==> config.mk <==
export PLATFORM = sky130hd
export DESIGN_NAME = rx_poll_seq
export DESIGN_NICKNAME = d
export VERILOG_FILES = /design/src/rtl/poll_pkg.sv /design/src/rtl/poll_interval_calc.sv /design/src/rtl/poll_startup_lut.sv /design/src/rtl/rx_poll_seq.sv
export SDC_FILE = /design/constraint.sdc
export NUM_CORES = 1
export LEC_CHECK = 0
export BUFFER_PORTS_ARGS = -buffer_cell sky130_fd_sc_hd__buf_2
export CAP_MARGIN = 20
export CELL_PAD_IN_SITES_DETAIL_PLACEMENT = 1
export CELL_PAD_IN_SITES_GLOBAL_PLACEMENT = 2
export CORE_MARGIN = 2
export CORE_UTILIZATION = 36
export CTS_CLUSTER_DIAMETER = 200
export CTS_CLUSTER_SIZE = 10
export DETAILED_ROUTE_END_ITERATION = 12
export PLACE_DENSITY_LB_ADDON = 0.1
export SLEW_MARGIN = 20
export SYNTH_ARGS = -nofsm -noshare
export SYNTH_HDL_FRONTEND = slang
export SYNTH_SLANG_ARGS = --single-unit
==> constraint.sdc <==
create_clock -name clk -period 5.5 [get_ports clk]
set_input_delay 1.1 -clock clk [delete_from_list [all_inputs] [get_ports clk]]
set_output_delay 1.1 -clock clk [all_outputs]
set_load 0.03 [all_outputs]
==> src/rtl/poll_pkg.sv <==
package poll_pkg;

    typedef enum logic [1:0] {
        PH_SLEEP   = 2'd0,
        PH_STARTUP = 2'd1,
        PH_CHECK   = 2'd2,
        PH_RECEIVE = 2'd3
    } poll_phase_e;

endpackage

==> src/rtl/poll_interval_calc.sv <==
// Computes the terminal count of the sleep timer from the sleep word and
// the extension factor; a zero product still yields a one-cycle interval.
module poll_interval_calc #(
    parameter int WORD_W = 5,
    parameter int EXT_W  = 3,
    parameter int UNIT   = 1024,
    parameter int CNT_W  = 18
) (
    input  logic [WORD_W-1:0] sleep_word,
    input  logic [EXT_W-1:0]  ext_factor,
    output logic [CNT_W-1:0]  last_count
);
    logic [CNT_W-1:0] product;

    always_comb begin
        product = CNT_W'(sleep_word) * CNT_W'(ext_factor) * CNT_W'(UNIT);
        if (product == '0) begin
            last_count = '0;
        end else begin
            last_count = product - CNT_W'(1);
        end
    end
endmodule

==> src/rtl/poll_startup_lut.sv <==
// Start-up settle lengths, one per baud range, held as terminal counts.
module poll_startup_lut #(
    parameter int CNT_W      = 18,
    parameter int SU_LEN [4] = '{96, 64, 48, 40}
) (
    input  logic [1:0]       sel,
    output logic [CNT_W-1:0] last_count
);
    logic [CNT_W-1:0] table_q [4];

    for (genvar g = 0; g < 4; g++) begin : g_entry
        assign table_q[g] = (SU_LEN[g] > 0) ? CNT_W'(SU_LEN[g] - 1) : '0;
    end

    assign last_count = table_q[sel];
endmodule

==> src/rtl/rx_poll_seq.sv <==
module rx_poll_seq #(
    parameter int WORD_W     = 5,
    parameter int EXT_W      = 3,
    parameter int UNIT       = 1024,
    parameter int SU_LEN [4] = '{96, 64, 48, 40}
) (
    input  logic              clk,
    input  logic              rst,
    input  logic [WORD_W-1:0] sleep_word,
    input  logic [EXT_W-1:0]  ext_factor,
    input  logic [1:0]        baud_sel,
    input  logic              chk_done,
    input  logic              chk_pass,
    input  logic              off_cmd,
    output logic [1:0]        phase,
    output logic              active,
    output logic              path_en,
    output logic              chk_start
);
    import poll_pkg::*;

    localparam int CNT_W = WORD_W + EXT_W + $clog2(UNIT) + 1;

    typedef struct packed {
        poll_phase_e      phase;
        logic [CNT_W-1:0] cnt;
        logic             chk_start;
        logic             active;
        logic             path_en;
    } seq_state_t;

    seq_state_t st_d, st_q;
    logic [CNT_W-1:0] sleep_last;
    logic [CNT_W-1:0] su_last;

    poll_interval_calc #(
        .WORD_W (WORD_W),
        .EXT_W  (EXT_W),
        .UNIT   (UNIT),
        .CNT_W  (CNT_W)
    ) i_interval (
        .sleep_word (sleep_word),
        .ext_factor (ext_factor),
        .last_count (sleep_last)
    );

    poll_startup_lut #(
        .CNT_W  (CNT_W),
        .SU_LEN (SU_LEN)
    ) i_su_lut (
        .sel        (baud_sel),
        .last_count (su_last)
    );

    always_comb begin
        st_d           = st_q;
        st_d.chk_start = 1'b0;
        case (st_q.phase)
            PH_SLEEP: begin
                if (st_q.cnt >= sleep_last) begin
                    st_d.phase = PH_STARTUP;
                    st_d.cnt   = '0;
                end else begin
                    st_d.cnt = st_q.cnt + CNT_W'(1);
                end
            end
            PH_STARTUP: begin
                if (off_cmd) begin
                    st_d.phase = PH_SLEEP;
                    st_d.cnt   = '0;
                end else if (st_q.cnt >= su_last) begin
                    st_d.phase     = PH_CHECK;
                    st_d.cnt       = '0;
                    st_d.chk_start = 1'b1;
                end else begin
                    st_d.cnt = st_q.cnt + CNT_W'(1);
                end
            end
            PH_CHECK: begin
                st_d.cnt = '0;
                if (off_cmd) begin
                    st_d.phase = PH_SLEEP;
                end else if (chk_done) begin
                    st_d.phase = chk_pass ? PH_RECEIVE : PH_SLEEP;
                end
            end
            default: begin
                st_d.cnt = '0;
                if (off_cmd) begin
                    st_d.phase = PH_SLEEP;
                end
            end
        endcase
        st_d.active  = (st_d.phase != PH_SLEEP);
        st_d.path_en = (st_d.phase != PH_SLEEP);
    end

    always_ff @(posedge clk) begin
        if (rst) begin
            st_q <= '{phase: PH_SLEEP, cnt: '0, chk_start: 1'b0,
                      active: 1'b0, path_en: 1'b0};
        end else begin
            st_q <= st_d;
        end
    end

    assign phase     = st_q.phase;
    assign active    = st_q.active;
    assign path_en   = st_q.path_en;
    assign chk_start = st_q.chk_start;

    // Sleep may only be left towards start-up.
    p_sleep_exit_r3: assert property (@(posedge clk) disable iff (rst)
        (st_q.phase == PH_SLEEP) |=>
            (st_q.phase == PH_SLEEP || st_q.phase == PH_STARTUP));

    p_sleep_bound_r3: assert property (@(posedge clk) disable iff (rst)
        (st_q.phase == PH_SLEEP) |-> (st_q.cnt <= sleep_last));

    p_sleep_quiet_r2: assert property (@(posedge clk) disable iff (rst)
        (phase == 2'd0) |-> (!active && !path_en));

    p_wake_startup_r5: assert property (@(posedge clk) disable iff (rst)
        $rose(active) |-> (st_q.phase == PH_STARTUP));

    p_start_pulse_r6: assert property (@(posedge clk) disable iff (rst)
        chk_start |-> (st_q.phase == PH_CHECK && $past(st_q.phase) == PH_STARTUP));

    p_check_pass_r7: assert property (@(posedge clk) disable iff (rst)
        (st_q.phase == PH_CHECK && chk_done && chk_pass && !off_cmd) |=>
            (st_q.phase == PH_RECEIVE));

    p_check_fail_r8: assert property (@(posedge clk) disable iff (rst)
        (st_q.phase == PH_CHECK && chk_done && !chk_pass && !off_cmd) |=>
            (st_q.phase == PH_SLEEP));

    p_rx_hold_r9: assert property (@(posedge clk) disable iff (rst)
        (st_q.phase == PH_RECEIVE && !off_cmd) |=>
            (st_q.phase == PH_RECEIVE && path_en));

    p_off_r10: assert property (@(posedge clk) disable iff (rst)
        (st_q.phase != PH_SLEEP && off_cmd) |=> (st_q.phase == PH_SLEEP));
endmodule

* Word level (Yosys, flattened, before mapping)
Index checks and enable logic that the tools add are counted.
** Storage, ports and cells
- Bits of input ports :: 15
- Logic and storage cells :: 33
- Output and inout bits :: 5
- Register bits :: 23
** Operators by class
- $lt $le $gt $ge :: 3
- Bitwise logic cells :: 2
- Mux-type cells :: 15
- $mul :: 1
- Equality and inequality tests :: 2
- Reduce and logical (&&, ||, !) cells :: 4
- Add/sub/neg operators :: 2
** Operators by type and width (count)
- $mux 19 :: 5
- $pmux 21 s3 :: 1
- $bmux 19 s2 :: 1
- $ge 19x19->1 :: 2
- $mux 21 :: 1
- $add 19x1->19 const B :: 1
- $logic_not 19->1 :: 1
- $sub 18x1->19 const B :: 1
- $mux 2 :: 6
- $mul 5x3->8 :: 1
- $ge 3x3->1 const B :: 1
- $not 2->3 :: 1
- $reduce_or 3->1 :: 1
- $eq 2x1->1 const B :: 1
- $eq 2x2->1 const B :: 1
- $logic_not 2->1 :: 1
- $reduce_bool 2->1 :: 1
- $mux 1 :: 1
- $not 1->1 :: 1

* Logic depth before layout (Yosys ltp)
Gate-level depths: netlist of the first run.
- Depth in word-level cells :: 9
- Mapped depth :: 20
- Mapped depth without buffers :: 19

* Cells and area by module
From an unflattened synthesis of the first run, not the netlist that was laid out.
** Unflattened totals
- Cells, all modules :: 348
- Area total of the unflattened synthesis :: 2732.6 um^2
** Modules (own cells, without submodules)
- rx_poll_seq :: area an instance 1986.9 um^2, seq. area each 460.4 um^2, times used 1, cells an instance 246
- poll_interval_calc :: area an instance 608.1 um^2, seq. area each 0.0 um^2, times used 1, cells an instance 81
- poll_startup_lut :: area an instance 137.6 um^2, seq. area each 0.0 um^2, times used 1, cells an instance 21

* Least setup slack after synthesis of the first run
OpenSTA, ideal clock, no wires.
- Kind :: in2reg
- Start :: input sleep_word[0]
- End :: register st_q[12] in the netlist's numbering
- Arrival time :: 4.835 ns
- Path slack :: 0.550 ns
- Buffers on the path :: 1
- Cell stages on the path :: 19
- Library setup time :: 0.115 ns
- Cells stage by stage :: nand2_1 fa_1 inv_1 ha_1 inv_1 fa_1 nor2b_1 nand2_1 or3_1 xnor2_1 nand2_1 ha_1 nand4_1 or3_1 nor4_2 mux2i_2 a31oi_4 buf_6 nor2_1
** Between the ends
- Cells in the longest elaborated chain, start to end :: 6
** Ends and longest elaborated chain
- start, declared :: RTL line rx_poll_seq.sv:9 : input logic [WORD_W-1:0] sleep_word,
- $mul 5x3->8 (*) :: RTL line poll_interval_calc.sv:16 : product = CNT_W'(sleep_word) * CNT_W'(ext_factor) * CNT_W'(UNIT);
- $sub 18x1->19 / $logic_not 19->1 (equally long branches) :: RTL line poll_interval_calc.sv:20, poll_interval_calc.sv:17
- $mux 19 (*) :: RTL line poll_interval_calc.sv:17 : if (product == '0) begin
- $ge 19x19->1 (*) :: RTL line rx_poll_seq.sv:60 : if (st_q.cnt >= sleep_last) begin
- $mux 19 (*) :: RTL line rx_poll_seq.sv:60
- $pmux 21 s3 (*) :: RTL line rx_poll_seq.sv:58 : case (st_q.phase)
- end signal, assigned :: RTL line rx_poll_seq.sv:100 : st_q <= '{phase: PH_SLEEP, cnt: '0, chk_start: 1'b0,
- end signal, assigned :: RTL line rx_poll_seq.sv:103 : st_q <= st_d;
- end, declared :: RTL line rx_poll_seq.sv:32 : seq_state_t st_d, st_q;
Mark *: on every way between the ends. The rest lies on a longest branch, timed or not.
A chain may end at the register's enable or synchronous reset.

* Final worst setup path of the first run
- Start :: input sleep_word[0]
- End :: register st_q[20] in the netlist's numbering
Same word-level chain as after synthesis.

==> results of run 1 <==
synthesized netlist by cell type, types with 2 or more instances:
cell type / instances
nor2_1: 31
nand2_1: 27
ha_1: 24
dfxtp_1: 23
xnor2_1: 15
inv_1: 14
xor2_1: 10
a21oi_1: 9
and2_1: 8
nand3_1: 8
nor3_1: 7
nand4_1: 5
and4_1: 4
fa_1: 4
nor2b_1: 4
nor4_1: 4
a21o_1: 3
buf_4: 3
o211ai_1: 3
a211oi_1: 2
a41oi_1: 2
and3_1: 2
o21a_1: 2
or3_1: 2
kinds of logic after synthesis:
family	count (synthesis)	share of synthesized area, %
muxes	2	1.22
AOI/OAI and AO/OA	29	11.8
and+or+nand+nor	109	28.0
xor gates and xnor gates	25	11.2
DFF	23	23.6
adders and majority gates	28	19.5
buffers and inverters	19	4.68
through the flow:
| step | util [%] | hold WS [ns] | instances |
|---|---|---|---|
| finish | 41.8 | 0.510 | 324 |
| global route | 41.8 | 0.527 | 324 |
| CTS | 41.8 | 0.517 | 324 |
| detailed placement | 40.9 | 0.501 | 320 |
| global placement | 40.9 | 0.479 | 320 |
| floorplan | - | 0.441 | 235 |
power groups by stage:
stage	combinational [mW]	clock (mW)	sequential (mW)
floorplan	0.0962	0	0.174
global placement	0.126	0	0.176
detailed placement	0.128	0	0.176
CTS	0.128	0.108	0.172
global route	0.145	0.115	0.172
finish	0.126	0.105	0.172
state kept, by name, indices dropped and copies added (netlist names):
| name | count |
|---|---|
| st_q | 19 |
| phase | 2 |
| chk_start | 1 |
| path_en | 1 |
cell type report:
class | count | share of cell area, %
Clock buffer | 4 | 2.09
Inverter | 14 | 2.43
Multi-Input combinational cell | 193 | 64.8
Sequential cell | 23 | 21.3
Tap cell | 70 | 4.06
Timing Repair Buffer | 20 | 5.33
routing by layer:
metal / vias to the layer above / share of wire [%] / wire, µm
li1: 859 / - / -
met5: - / 0 / 0
met1: 767 / 54 / 2370
met3: 4 / 2.4 / 107
met4: 0 / 0.52 / 23
met2: 15 / 43 / 1900
how the worst max path moves through the flow:
stage                     slack, ns                   to
after floorplan                0.55  st_q[12]$_SDFF_PP0_
after global placement         0.17  st_q[16]$_SDFF_PP0_
after detailed placement       0.16  st_q[20]$_SDFF_PP0_
after CTS                      0.43  st_q[20]$_SDFF_PP0_
after global routing           0.15  st_q[10]$_SDFF_PP0_
final                          0.45  st_q[20]$_SDFF_PP0_
cell usage in the layout (no fill, tap or decap), types with 2 or more instances in the layout:
master    count
a211oi_1      2
a21o_1        3
a21oi_1       9
a41oi_1       2
and2_1        8
and3_1        2
and4_1        4
buf_2        19
clkbuf_8      3
dfxtp_1      23
fa_1          4
ha_1         24
inv_1        14
nand2_1      27
nand3_1       8
nand4_1       5
nor2_1       31
nor2b_1       4
nor3_1        7
nor4_1        4
o211ai_1      3
o21a_1        2
or3_1         2
xnor2_1      15
xor2_1       10
worst max-delay path, cell delays in order:
cell and delay, ns:
buf_2 0.12, nand2_1 0.08, fa_1 0.47, inv_1 0.07
ha_1 0.19, inv_1 0.07, fa_1 0.54, nor2b_1 0.22
nand2_1 0.12, or3_1 0.35, xnor2_1 0.15, nand2_1 0.07
ha_1 0.32, nand4_1 0.11, or3_1 0.36, nor4_2 0.30
mux2i_2 0.14, a31oi_4 0.20, buf_12 0.17, nor2_1 0.06
==> flow_summary.ini, run 1 <==
[run_status]
outcome = completed

[global_routing]
use_met2_pct = 25.0
grt_pass1_vias = 1640
grt_pass1_wl_um = 7820
grtUsageMet3_pct = 2.91
grt_max_degree = 20
grt_overflow = 0
use_met1_pct = 23.2
antenna_found_initial = 0
grt.busiest_layer = met2
grt_usage_pct = 15.9

[routing]
ant_nets = 0
detail_route.iter0.violations = 41
wirelength_um = 4400
drt_pass1_iterations = 4
routedWlPerCell_um = 13.6
drc_errors = 0
vias = 1645
via_per_inst = 5.08

[critical_path]
critPathMaxFanout = 19
arrival_ns = 5.21
worst_setup_path_end_kind = register
rr_worst_depth = 8
r2r_end = st_q[20]$_SDFF_PP0_
critPathKind = input port to register
reg2reg_slack_ns = 3.24
crit_required_ns = 5.66
startpoint = sleep_word[0]
reg2reg_from = st_q[17]$_SDFF_PP0_
worstSetupStartpointType = input port

[floorplan]
dieWidth_um = 77.6
pin_count = 20
row_count = 26
die_h_um = 77.6
start_util_pct = 37.7
dieArea_um2 = 6020
design.core.area_um2 = 5170

[yosys]
yosys_register_bits = 23
synth-main-ff-cell = dfxtp_1
syn_nets = 278
yosysTopAreaCell = dfxtp_1
yosysTopAreaCellShare_pct = 23.6
syn_area_per_cell_um2 = 8.30
seq_area_frac_synth_pct = 23.6
ys_top_cells_by_area = dfxtp_1 (24%), ha_1 (15%), xnor2_1 (6.7%)
synthArstFlopShare_pct = 0
syn_inst = 235
yosys_warnings = 0
syn_area_um2 = 1950
ys_types = 43
synth_edf_count = 0

[clock_network]
root_buffer = clkbuf_8
cts_tree = yes
hold_buffers = 0
cts-resized-gates = 0
cts_sinks = 23
insertion_delay_ns = 0.26
numCtsBuffers = 3
clkTransAtPathRegs_ns = 0.08
cts_setup_buffers = 0
cts_buffer_depth = 2
htree_levels = 1

[worst_hold_path]
hold_start = st_q[3]$_SDFF_PP0_
min_path_type = register to register
worstHoldEndpoint = st_q[3]$_SDFF_PP0_
hold_path_depth = 1

[power_and_ir_drop]
clkPwrFrac_pct = 26.1
cellLeakagePower_nw = 0.927
ir_worst_vdd_mv = 0.0745
power_frac_seq_pct = 42.7
p_total_mw = 0.402
power_density_nw_per_um2 = 186
p_switching_mw = 0.126
p_int_mw = 0.276
p_sw_share_pct = 31.3
pwr-share-comb_pct = 31.3

[sta]
worst_slew_pin_slew_ns = 0.462
period_needed_ns = 5.05
slew_headroom_pct = 68.9
hold_viol = 0
setup_violations = 0
timing.final.crit_share_pct = 91.8
rsz0062_at_grt = false
fin_ws_ns = 0.452
fmax_mhz = 198
setup_tns_ns = 0
slew_violations = 0
fin_skew_ns = 0.00402

[cells_and_area]
nets = 298
multi_input_area_um2 = 1400
fin_area_um2 = 2160
diodes = 0
n_fill_cell = 650
register_area_um2 = 460
drive_above_1_share_pct = 12.2
area_growth_pct = 10.7

[placement]
placed_area_um2 = 2110
gp_congestion = 0.769
hpwl_um = 3700
port_buffers = 19
pre_cts_ws_ns = 0.157

[flow_run]
max-cap-violations = 0
Power figures use the tool's default switching activity.
==> run 2: changes to the inputs <==
Settings changed: CORE_UTILIZATION 36 to 32.
Clock period 5.5 ns to 4.2 ns, I/O delays scaled along.
==> flow_summary.ini, run 2 (synthesis results as in run 1) <==
[cells_and_area]
nets = 329
drive_above_1_share_pct = 29.5
final_cell_mix = nor2_1 (31), buf_4 (29), dfxtp_1 (23)
n_fill_cell = 710
fin_area_um2 = 2610
area_growth_pct = 33.5
regMostFlops = st_q
diodes = 0
layout_commonest_cell = nor2_1
fin_util_pct = 44.0
largest_reg_flops = 19

[sta]
fin_ws_ns = -0.285
rsz0062_at_grt = true
slew_violations = 0
hold_viol = 0
fin_skew_ns = 0.0110
fmax_mhz = 223
timing.final.crit_share_pct = 107
setup_violations = 21
hold_ws_ns = 0.502
worst_slew_pin_slew_ns = 0.431
slew_headroom_pct = 71.1
period_needed_ns = 4.49
setup_tns_ns = -5.31

[floorplan]
row_count = 28
die_h_um = 82.1
design.core.area_um2 = 5920
pin_count = 20
dieArea_um2 = 6740
dieWidth_um = 82.1
start_util_pct = 32.9

[critical_path]
worst_setup_path_end_kind = register
r2r_end = st_q[19]$_SDFF_PP0_
arrival_ns = 4.64
worstSetupStartpointType = input port
reg2reg_from = st_q[9]$_SDFF_PP0_
crit_required_ns = 4.35
critPathMaxFanout = 10
rr_worst_depth = 9
critPathKind = input port to register
startpoint = ext_factor[2]
crit_end = st_q[19]$_SDFF_PP0_
reg2reg_slack_ns = 1.93

[clock_network]
clkTransAtPathRegs_ns = 0.09
cts_buffer_depth = 2
cts_sinks = 23
cts_tree = yes
insertion_delay_ns = 0.26
numCtsBuffers = 3
root_buffer = clkbuf_8
hold_buffers = 0
htree_levels = 1

[placement]
port_buffers = 19
placed_area_um2 = 2370
hpwl_um = 4040
gp_congestion = 0.721

[flow_run]
max-cap-violations = 0

[global_routing]
grt_overflow = 0
grt_pass1_vias = 1869
antenna_found_initial = 0
grt_usage_pct = 16.3
grt_pass1_wl_um = 8540
grt_max_degree = 13

[routing]
routedWlPerCell_um = 13.9
detail_route.iter0.violations = 52
wl_met1_um = 2280
highest_layer = met4
vias = 1788
dr_wl_met3_um = 60
wl_met2_um = 2630
wirelength_um = 5000
ant_nets = 0
drt_pass1_iterations = 4
drc_errors = 0
via_per_inst = 4.97

[power_and_ir_drop]
power_frac_seq_pct = 36.3
clkPwrFrac_pct = 22.1
cellLeakagePower_nw = 1.14
power_density_nw_per_um2 = 238
p_sw_share_pct = 31.1
p_switching_mw = 0.193
p_int_mw = 0.427
pwr-share-comb_pct = 41.6
ir_worst_vdd_mv = 0.134

[run_status]
outcome = complete, but fails checks
violations = negative setup slack

[worst_hold_path]
min_path_type = register to register
[run 2: what timing repair did]
action,in CTS,in global routing
cloned,1,0
gates resized for setup,23,3
buffers inserted,5,0
pin swaps,5,1
setup endpoints to repair,21,21
[run 2: how the worst min path moves through the flow]
stage | startpoint | to | slack [ns] | cells past startpoint
6_report | st_q[3]$_SDFF_PP0_ | st_q[3]$_SDFF_PP0_ | 0.50 | 1
5_1_grt | st_q[3]$_SDFF_PP0_ | st_q[3]$_SDFF_PP0_ | 0.53 | 1
4_1_cts | st_q[3]$_SDFF_PP0_ | st_q[3]$_SDFF_PP0_ | 0.51 | 1
3_5_place_dp | st_q[3]$_SDFF_PP0_ | st_q[3]$_SDFF_PP0_ | 0.49 | 1
3_3_place_gp | st_q[3]$_SDFF_PP0_ | st_q[3]$_SDFF_PP0_ | 0.48 | 1
2_1_floorplan | st_q[3]$_SDFF_PP0_ | st_q[3]$_SDFF_PP0_ | 0.44 | 1
[run 2: layout make-up]
| type | count | area (µm²) | area share [%] |
|---|---|---|---|
| flip-flops and latches | 23 | 460 | 17.7 |
| multi-input cells | 193 | 1530 | 58.6 |
| well taps | 75 | 93.8 | 3.60 |
| inverters | 14 | 52.6 | 2.02 |
| repair buffers | 51 | 425 | 16.3 |
| clock buffers | 4 | 45.0 | 1.73 |
[run 2: power groups by stage]
| stage | clock (mW) | combinational, mW | sequential, mW |
|---|---|---|---|
| after detailed placement | 0 | 0.224 | 0.230 |
| final | 0.137 | 0.258 | 0.225 |
| after global placement | 0 | 0.220 | 0.230 |
| after CTS | 0.144 | 0.256 | 0.225 |
| after floorplan | 0 | 0.136 | 0.228 |
| after global routing | 0.149 | 0.291 | 0.226 |
[run 2: metal layers]
| metal | GRT usage (%) | vias up |
|---|---|---|
| met5 | 0 | - |
| met4 | 2.17 | 0 |
| met3 | 1.87 | 2 |
| met2 | 31.8 | 12 |
| met1 | 19.4 | 862 |
| li1 | - | 912 |
[run 2: critical path, stage by stage]
cell and delay (ns):
buf_8 0.09, nand2_8 0.04, fa_1 0.45, inv_1 0.07, ha_2 0.18, inv_2 0.04, fa_2 0.53, nor2b_4 0.15
nand2_2 0.07, or3_4 0.35, xnor2_2 0.14, nand2_2 0.08, ha_4 0.28, nand4_1 0.12, or3_4 0.37, a41oi_2 0.19
mux2i_2 0.13, a31oi_4 0.20, buf_6 0.13, buf_12 0.11, nor2_1 0.05
[run 2: per-stage QoR]
step                      cells  power (mW)  worst slack, ns
after detailed placement    350       0.454           -0.626
after global placement      350       0.450           -0.598
after CTS                   360       0.625           -0.255
after global routing        360       0.666           -0.493
after floorplan             235       0.364           -0.277
final                       360       0.620           -0.285
